**config.mk**
```make
export PLATFORM = sky130hd
export DESIGN_NAME = adc_wcmp
export DESIGN_NICKNAME = d
export VERILOG_FILES = /design/src/rtl/adc_wcmp_pkg.sv /design/src/rtl/adc_wcmp_eval.sv /design/src/rtl/adc_wcmp_store.sv /design/src/rtl/adc_wcmp.sv
export SDC_FILE = /design/constraint.sdc
export NUM_CORES = 1
export LEC_CHECK = 0
export ABC_AREA = 1
export BUFFER_PORTS_ARGS = -buffer_cell sky130_fd_sc_hd__buf_2
export CORE_UTILIZATION = 50
export CTS_BUF_LIST = sky130_fd_sc_hd__clkbuf_16
export CTS_CLUSTER_DIAMETER = 120
export DETAILED_ROUTE_END_ITERATION = 6
export GPL_TIMING_DRIVEN = 1
export HOLD_SLACK_MARGIN = 0.05
export PLACE_DENSITY = 0.76
export SLEW_MARGIN = 20
export SYNTH_ARGS = -nofsm -noshare
export SYNTH_HDL_FRONTEND = slang
export SYNTH_SLANG_ARGS = --single-unit
```
**constraint.sdc**
```tcl
create_clock -name clk_i -period 0.8 [get_ports clk_i]
set_input_delay 0.08 -clock clk_i [delete_from_list [all_inputs] [get_ports clk_i]]
set_output_delay 0.08 -clock clk_i [all_outputs]
set_load 0.05 [all_outputs]
```
**src/rtl/adc_wcmp_pkg.sv**
```systemverilog
package adc_wcmp_pkg;
  typedef enum logic [1:0] {
    WMODE_SINGLE_LT = 2'd0,
    WMODE_SINGLE_GE = 2'd1,
    WMODE_OUTSIDE   = 2'd2,
    WMODE_INSIDE    = 2'd3
  } wmode_e;
endpackage

```
**src/rtl/adc_wcmp_eval.sv**
```systemverilog
module adc_wcmp_eval
  import adc_wcmp_pkg::*;
#(
  parameter int unsigned DW = 16
) (
  input  logic [DW-1:0] res_i,
  input  logic [DW-1:0] thr_a_i,
  input  logic [DW-1:0] thr_b_i,
  input  logic          cmp_en_i,
  input  logic          ge_sel_i,
  input  logic          range_en_i,
  output logic          pass_o
);
  // magnitude relations, all unsigned
  logic   res_lt_a, res_gt_a, res_lt_b, res_gt_b, a_gt_b;
  wmode_e mode;
  logic   hit;

  always_comb begin
    res_lt_a = res_i < thr_a_i;
    res_gt_a = res_i > thr_a_i;
    res_lt_b = res_i < thr_b_i;
    res_gt_b = res_i > thr_b_i;
    a_gt_b   = thr_a_i > thr_b_i;
  end

  always_comb begin
    if (!range_en_i)  mode = ge_sel_i ? WMODE_SINGLE_GE : WMODE_SINGLE_LT;
    else if (a_gt_b)  mode = WMODE_INSIDE;
    else              mode = WMODE_OUTSIDE;
  end

  always_comb begin
    unique case (mode)
      WMODE_SINGLE_LT: hit = res_lt_a;
      WMODE_SINGLE_GE: hit = !res_lt_a;
      WMODE_OUTSIDE:   hit = ge_sel_i ? (!res_gt_a || !res_lt_b)
                                      : (res_lt_a || res_gt_b);
      WMODE_INSIDE:    hit = ge_sel_i ? (!res_lt_b && !res_gt_a)
                                      : (res_gt_b && res_lt_a);
      default:         hit = 1'b0;
    endcase
    pass_o = cmp_en_i ? hit : 1'b1;
  end
endmodule

```
**src/rtl/adc_wcmp_store.sv**
```systemverilog
module adc_wcmp_store #(
  parameter int unsigned DW = 16
) (
  input  logic          clk_i,
  input  logic          rst_ni,
  input  logic          take_i,
  input  logic [DW-1:0] res_i,
  input  logic          rd_i,
  output logic          acc_o,
  output logic [DW-1:0] data_o,
  output logic          done_o
);
  logic          acc_q, acc_d;
  logic [DW-1:0] data_q, data_d;
  logic          data_en;
  logic          done_q, done_d;

  // next state
  always_comb begin
    acc_d   = take_i;
    data_en = take_i;
    data_d  = res_i;
    // an accept in the same cycle as a read keeps the flag set
    done_d  = take_i | (done_q & ~rd_i);
  end

  always_ff @(posedge clk_i or negedge rst_ni) begin
    if (!rst_ni) begin
      acc_q  <= 1'b0;
      done_q <= 1'b0;
    end else begin
      acc_q  <= acc_d;
      done_q <= done_d;
    end
  end

  always_ff @(posedge clk_i or negedge rst_ni) begin
    if (!rst_ni)      data_q <= '0;
    else if (data_en) data_q <= data_d;
  end

  assign acc_o  = acc_q;
  assign data_o = data_q;
  assign done_o = done_q;
endmodule

```
**src/rtl/adc_wcmp.sv**
```systemverilog
module adc_wcmp #(
  parameter int unsigned DW = 16
) (
  input  logic          clk_i,
  input  logic          rst_ni,
  input  logic          res_valid_i,
  input  logic [DW-1:0] res_data_i,
  input  logic [DW-1:0] thr_a_i,
  input  logic [DW-1:0] thr_b_i,
  input  logic          cmp_en_i,
  input  logic          ge_sel_i,
  input  logic          range_en_i,
  input  logic          rd_i,
  output logic          acc_o,
  output logic [DW-1:0] data_o,
  output logic          done_o
);
  logic pass;
  logic take;

  adc_wcmp_eval #(.DW(DW)) u_eval (
    .res_i      (res_data_i),
    .thr_a_i    (thr_a_i),
    .thr_b_i    (thr_b_i),
    .cmp_en_i   (cmp_en_i),
    .ge_sel_i   (ge_sel_i),
    .range_en_i (range_en_i),
    .pass_o     (pass)
  );

  assign take = res_valid_i & pass;

  adc_wcmp_store #(.DW(DW)) u_store (
    .clk_i  (clk_i),
    .rst_ni (rst_ni),
    .take_i (take),
    .res_i  (res_data_i),
    .rd_i   (rd_i),
    .acc_o  (acc_o),
    .data_o (data_o),
    .done_o (done_o)
  );
endmodule

```
# Word level (Yosys, flattened, before mapping)

Cells that the tools add are included.

Flip-flop bits (word level): 18
Input port bits: 55
Output and inout bits: 18
Logic and storage cells: 30

$lt $le $gt $ge: 5
Equal/unequal tests: 3
Muxes and demuxes: 7
Bitwise gates (word level): 4
Reduce and logical (&&, ||, !) cells: 8

Operators by type and width:

| kind                                          | number |
|---|---|
| greater-than comparator 16 bit                | 3 |
| less-than comparator 16 bit                   | 2 |
| two-way mux 1 bit                             | 5 |
| == test 2 bit, second input constant          | 2 |
| case mux 1 bit (4 select lines)               | 1 |
| logical NOT 1 bit                             | 3 |
| AND 1 bit                                     | 2 |
| == test 2 x 1 -> 1 bit, second input constant | 1 |
| logical AND 1 bit                             | 2 |
| logical NOT 2 bit                             | 1 |
| logical OR 1 bit                              | 2 |
| two-way mux 2 bit                             | 1 |
| NOT 1 bit                                     | 1 |
| OR 1 bit                                      | 1 |

# Logic depth before layout (Yosys ltp)

Depth after elaboration: 8
Depth in mapped cells: 22
Mapped depth without buffers: 21

# By module

Synthesis repeated with hierarchy kept, for this count alone.

Cell total of the unflattened synthesis: 275
Area total of the unflattened synthesis: 1974.4 um^2

By module, submodules not included:

| module         | instances | cells an instance | area each (um^2) |
|---|---|---|---|
| adc_wcmp_eval  | 1         | 200               | 1266.2 |
| adc_wcmp_store | 1         | 73                | 700.7 |
| adc_wcmp       | 1         | 2                 | 7.5 |

# Least setup slack after synthesis

OpenSTA, ideal clock, no wires.

Kind: input to register
From: input thr_b_i[7]
To: register u_store.data_q[0] (netlist: u_store.data_o[0])
Library setup time: 0.117 ns
Arrival: 1.515 ns
Required time: 0.683 ns
Path slack: -0.833 ns
Cell stages on the path: 15
Buffers on the path: 1
Path through: inv_1 -> ha_1 -> nand2_1 -> o21a_1 -> nand2_1 -> nand2_1 -> a21oi_1 -> nor2_1 -> nor2_2 -> nand2_2 -> nand2_4 -> nand2_8 -> buf_12 -> nand2_2 -> nand2_2

Longest elaborated chain between the ends: 7
Elaborated cells on any way between the ends: 19
Classes of those cells: order compare: 3; eq/ne: 3; mux: 6; bitwise: 1; reduce/logical: 6

RTL lines:

| what                                                                                 | RTL line                                                      | RTL |
|---|---|---|
| start, declared                                                                      | adc_wcmp.sv:9                                                 | `input logic [DW-1:0] thr_b_i,` |
| greater-than comparator 16 bit / less-than comparator 16 bit (equally long branches) | adc_wcmp_eval.sv:24, adc_wcmp_eval.sv:22                      |  |
| two-way mux 1 bit / logical NOT 1 bit (equally long branches)                        | adc_wcmp_eval.sv:29, adc_wcmp_eval.sv:37, adc_wcmp_eval.sv:39 |  |
| two-way mux 2 bit (tied with other cells)                                            | adc_wcmp_eval.sv:28                                           | `if (!range_en_i) mode = ge_sel_i ? WMODE_SINGLE_GE : WMODE_SINGLE_LT;` |
| == test 2 bit (tied with other cells)                                                | adc_wcmp_eval.sv:34                                           | `unique case (mode)` |
| case mux 1 bit (4 select lines) (*)                                                  | adc_wcmp_eval.sv:34                                           |  |
| two-way mux 1 bit (*)                                                                | adc_wcmp_eval.sv:43                                           | `pass_o = cmp_en_i ? hit : 1'b1;` |
| AND 1 bit (*)                                                                        | adc_wcmp.sv:31                                                | `assign take = res_valid_i & pass;` |
| end signal, assigned                                                                 | adc_wcmp_store.sv:39                                          | `else if (data_en) data_q <= data_d;` |
| end, declared                                                                        | adc_wcmp_store.sv:14                                          | `logic [DW-1:0] data_q, data_d;` |

Mark *: on every way between the ends. The rest lies on a longest branch, timed or not.
A chain may end at the register's enable or synchronous reset.

# Worst setup path after layout

From: input thr_b_i[1]
To: register u_store.data_q[2] (netlist: u_store.data_o[2])

The elaborated chain is that of the path after synthesis.

==> impl_metrics.tcl <==
set metrics [dict create \
    worst_slack_ps -1017 \
    synthCells 279 \
    first_pass_iters 7 \
    drv_slew 0 \
    ios 73 \
    fp.dieH_um 66.38 \
    use_met3_pct 2.759 \
    final_common_cell "nand2_1" \
    yosysSeqAreaShare_pct 21.74 \
    nNetsFinal 503 \
    start_util_pct 51.80 \
    hold_slack_ps 123.0 \
    clk_latency_ps 250 \
    power.leakage_uw 0.001927 \
    wl_mm 7.626 \
    synth_cell_types 26 \
    avgSynthCellArea_um2 7.426 \
    hpwl_mm 4.114 \
    yosysWarnings 0 \
    grt_setup_unrepaired "true" \
    htreeDepth 1 \
    synth_top_family_by_area "simple AND/OR/NAND/NOR gates" \
    maxCapViolations 0 \
    drc_errors 0 \
    cts_tree "built" \
    synthAdderAreaFrac_pct 28.99 \
    synthSimpleGateAreaFrac_pct 29.77 \
    met2_usage_pct 54.85 \
    ys_top_cells_by_area "ha_1, dfrtp_1, nand2_1, inv_1, nand2_2" \
    worst_r2r_path_depth 4 \
    antennaDiodeCount 0 \
    violations "setup timing" \
    antenna_left 0 \
    rows 23 \
    crit_required_ps 930 \
    vias 2488 \
    cts_root_buf "clkbuf_16" \
    endpoint "u_store.data_o[2]" \
    critPathCaptureType "flip-flop" \
    outcome "finished, violations left" \
    startpoint "thr_b_i[1]" \
    portBuffers 72 \
    powerDensity_nw_per_um2 1415 \
    synth_xor_area_share_pct 0 \
    syn_to_final_growth_pct 76.51 \
    startpoint_type "input pin" \
    drive_above_1_share_pct 54.64 \
    finalCritPeriodShare_pct 227.2 \
    utilization_pct 91.43 \
    critPathMaxFanout 7 \
    grt.busiest_layer "met2" \
    grt_usage_pct 28.96 \
    grt_pass1_vias 2199 \
    drt_first_iter_violations 203 \
    cp.arrival_ps 1950 \
    fmax_mhz 550.2 \
    die_area_um2 4406 \
    synth_mux_area_share_pct 0 \
    yosysTopAreaCell "ha_1" \
    clk_pin_slew_ps 50 \
    overflow 0 \
    synth_top_area_share_pct 28.99 \
    tightestPinTransition_ps 402.3 \
    vdd_drop_max_v 0.0007781 \
    worstReg2RegStart "u_store.data_o[13]" \
    rrSetupSlack_ps -60 \
    most-common-layout-cells "nand2_1, buf_4, buf_2" \
    critical_path_class "in2reg" \
    num-fill-cells 163 \
    setup_viol_count_final 36 \
    grt_pass1_wl_mm 9.653 \
    core-area_um2 4000 \
    reg2reg_to "u_store.data_o[13]" \
    grt_max_degree 19 \
    hold_path_class "in2reg" \
    hold_violations 0 \
    numCtsBuffers 3 \
    dp_slack_ps -1140 \
    ys_ff_latch 18 \
    cts_buffer_depth 2 \
    grt_antenna_before_repair 0 \
    synthesis.nets 382 \
    slew-limit-headroom_pct 73.18 \
    finalInstanceArea_um2 3657 \
    synth-compound-area-share_pct 8.877 \
    use_met1_pct 33.75 \
    via_per_inst 5.541 \
    cts_sinks 18 \
    die_x_um 66.38 \
    placedInstanceArea_um2 2791 \
    wl_per_cell_um 16.98 \
    synth_area_um2 2072 \
    place_congestion 0.8309 \
    fin_crit_ps 1817 \
    fin_worst_skew_ps 0 \
]
[worst min path at each step]
stage                                     to  slack (ps)  cells after the start           start
after floorplan                u_store.acc_o        -220                      0          rst_ni
after global placement     u_store.data_o[4]          20                      1          rst_ni
after detailed placement   u_store.data_o[1]          20                      1          rst_ni
after CTS                 u_store.data_o[12]         100                      3  res_data_i[12]
after global routing      u_store.data_o[12]         140                      3  res_data_i[12]
final                     u_store.data_o[12]         120                      3  res_data_i[12]
[cells by family after synthesis]
| group | Yosys count |
|---|---|
| AND/OR/NAND/NOR | 128 |
| buffers and inverters | 52 |
| adder cells (fa/ha/maj) | 48 |
| AO/OA/AOI/OAI | 33 |
| flip-flops | 18 |
[what timing repair did]
action | in CTS | in global routing
setup buffers | 17 | 4
pin swaps | 39 | 21
gates cloned | 4 | 1
resized for setup | 103 | 28
endpoints found under the hold margin | 19 | 0
hold buffers | 2 | 0
setup endpoints to repair | 36 | 36
[metrics by stage]
step,std cells,TNS [ps],power (uW)
2_1_floorplan,279,-13700,2511
3_3_place_gp,417,-19140,3055
3_5_place_dp,417,-19930,3104
4_1_cts,444,-15060,4801
5_1_grt,449,-20220,5398
6_report,449,-19110,5177
[routing by layer]
metal	vias up	share of wire (%)	routed length (um)
li1	1153	-	-
met1	1178	37	2798
met2	127	53	4066
met3	30	5.8	446
met4	0	4.1	314
met5	-	0	0
[critical path, stage by stage]
cell	delay, ps
buf_8	80
inv_6	30
ha_4	250
inv_1	50
nor2_1	140
o21bai_1	110
nand2_1	90
nand2_1	60
nand2_1	90
nand2_2	80
a21oi_2	140
nor2_1	70
nor2_2	150
nand2_4	120
nand2_8	150
nand2_4	100
nand2_1	90
nand2_1	70
[power breakdown]
part	internal (uW)	switching [uW]	leakage (uW)	total, uW
Combinational	1290	1690	0.00167	2980
Clock	666	355	0.0000385	1020
Sequential	1060	124	0.000220	1180
Total	3010	2170	0.00193	5180
[sequential cells by signal (all words and copies together) (netlist names)]
| register | count |
|---|---|
| u_store.done_o | 1 |
| u_store.data_o | 16 |
| u_store.acc_o | 1 |
[Yosys cell counts, drive strengths merged]
cell type,number
ha,48
buf,3
dfrtp,18
nand4,4
o21ai,6
nor3,4
clkbuf,1
a21o,1
nor2,14
o21a,2
clkinv,1
inv,47
nand3,20
nand2,86
o21bai,3
a21oi,21
[layout make-up]
| cell class | count | area (um^2) | share of cell area (%) |
|---|---|---|---|
| Inverter | 48 | 211.5 | 5.782 |
| Tap cell | 50 | 62.56 | 1.711 |
| Timing Repair Buffer | 115 | 953.4 | 26.07 |
| Sequential cell | 18 | 450.4 | 12.32 |
| Clock buffer | 3 | 75.07 | 2.053 |
| Clock inverter | 1 | 3.754 | 0.1026 |
| Multi-Input combinational cell | 214 | 1901 | 51.97 |
Power figures use the tool's default switching activity.
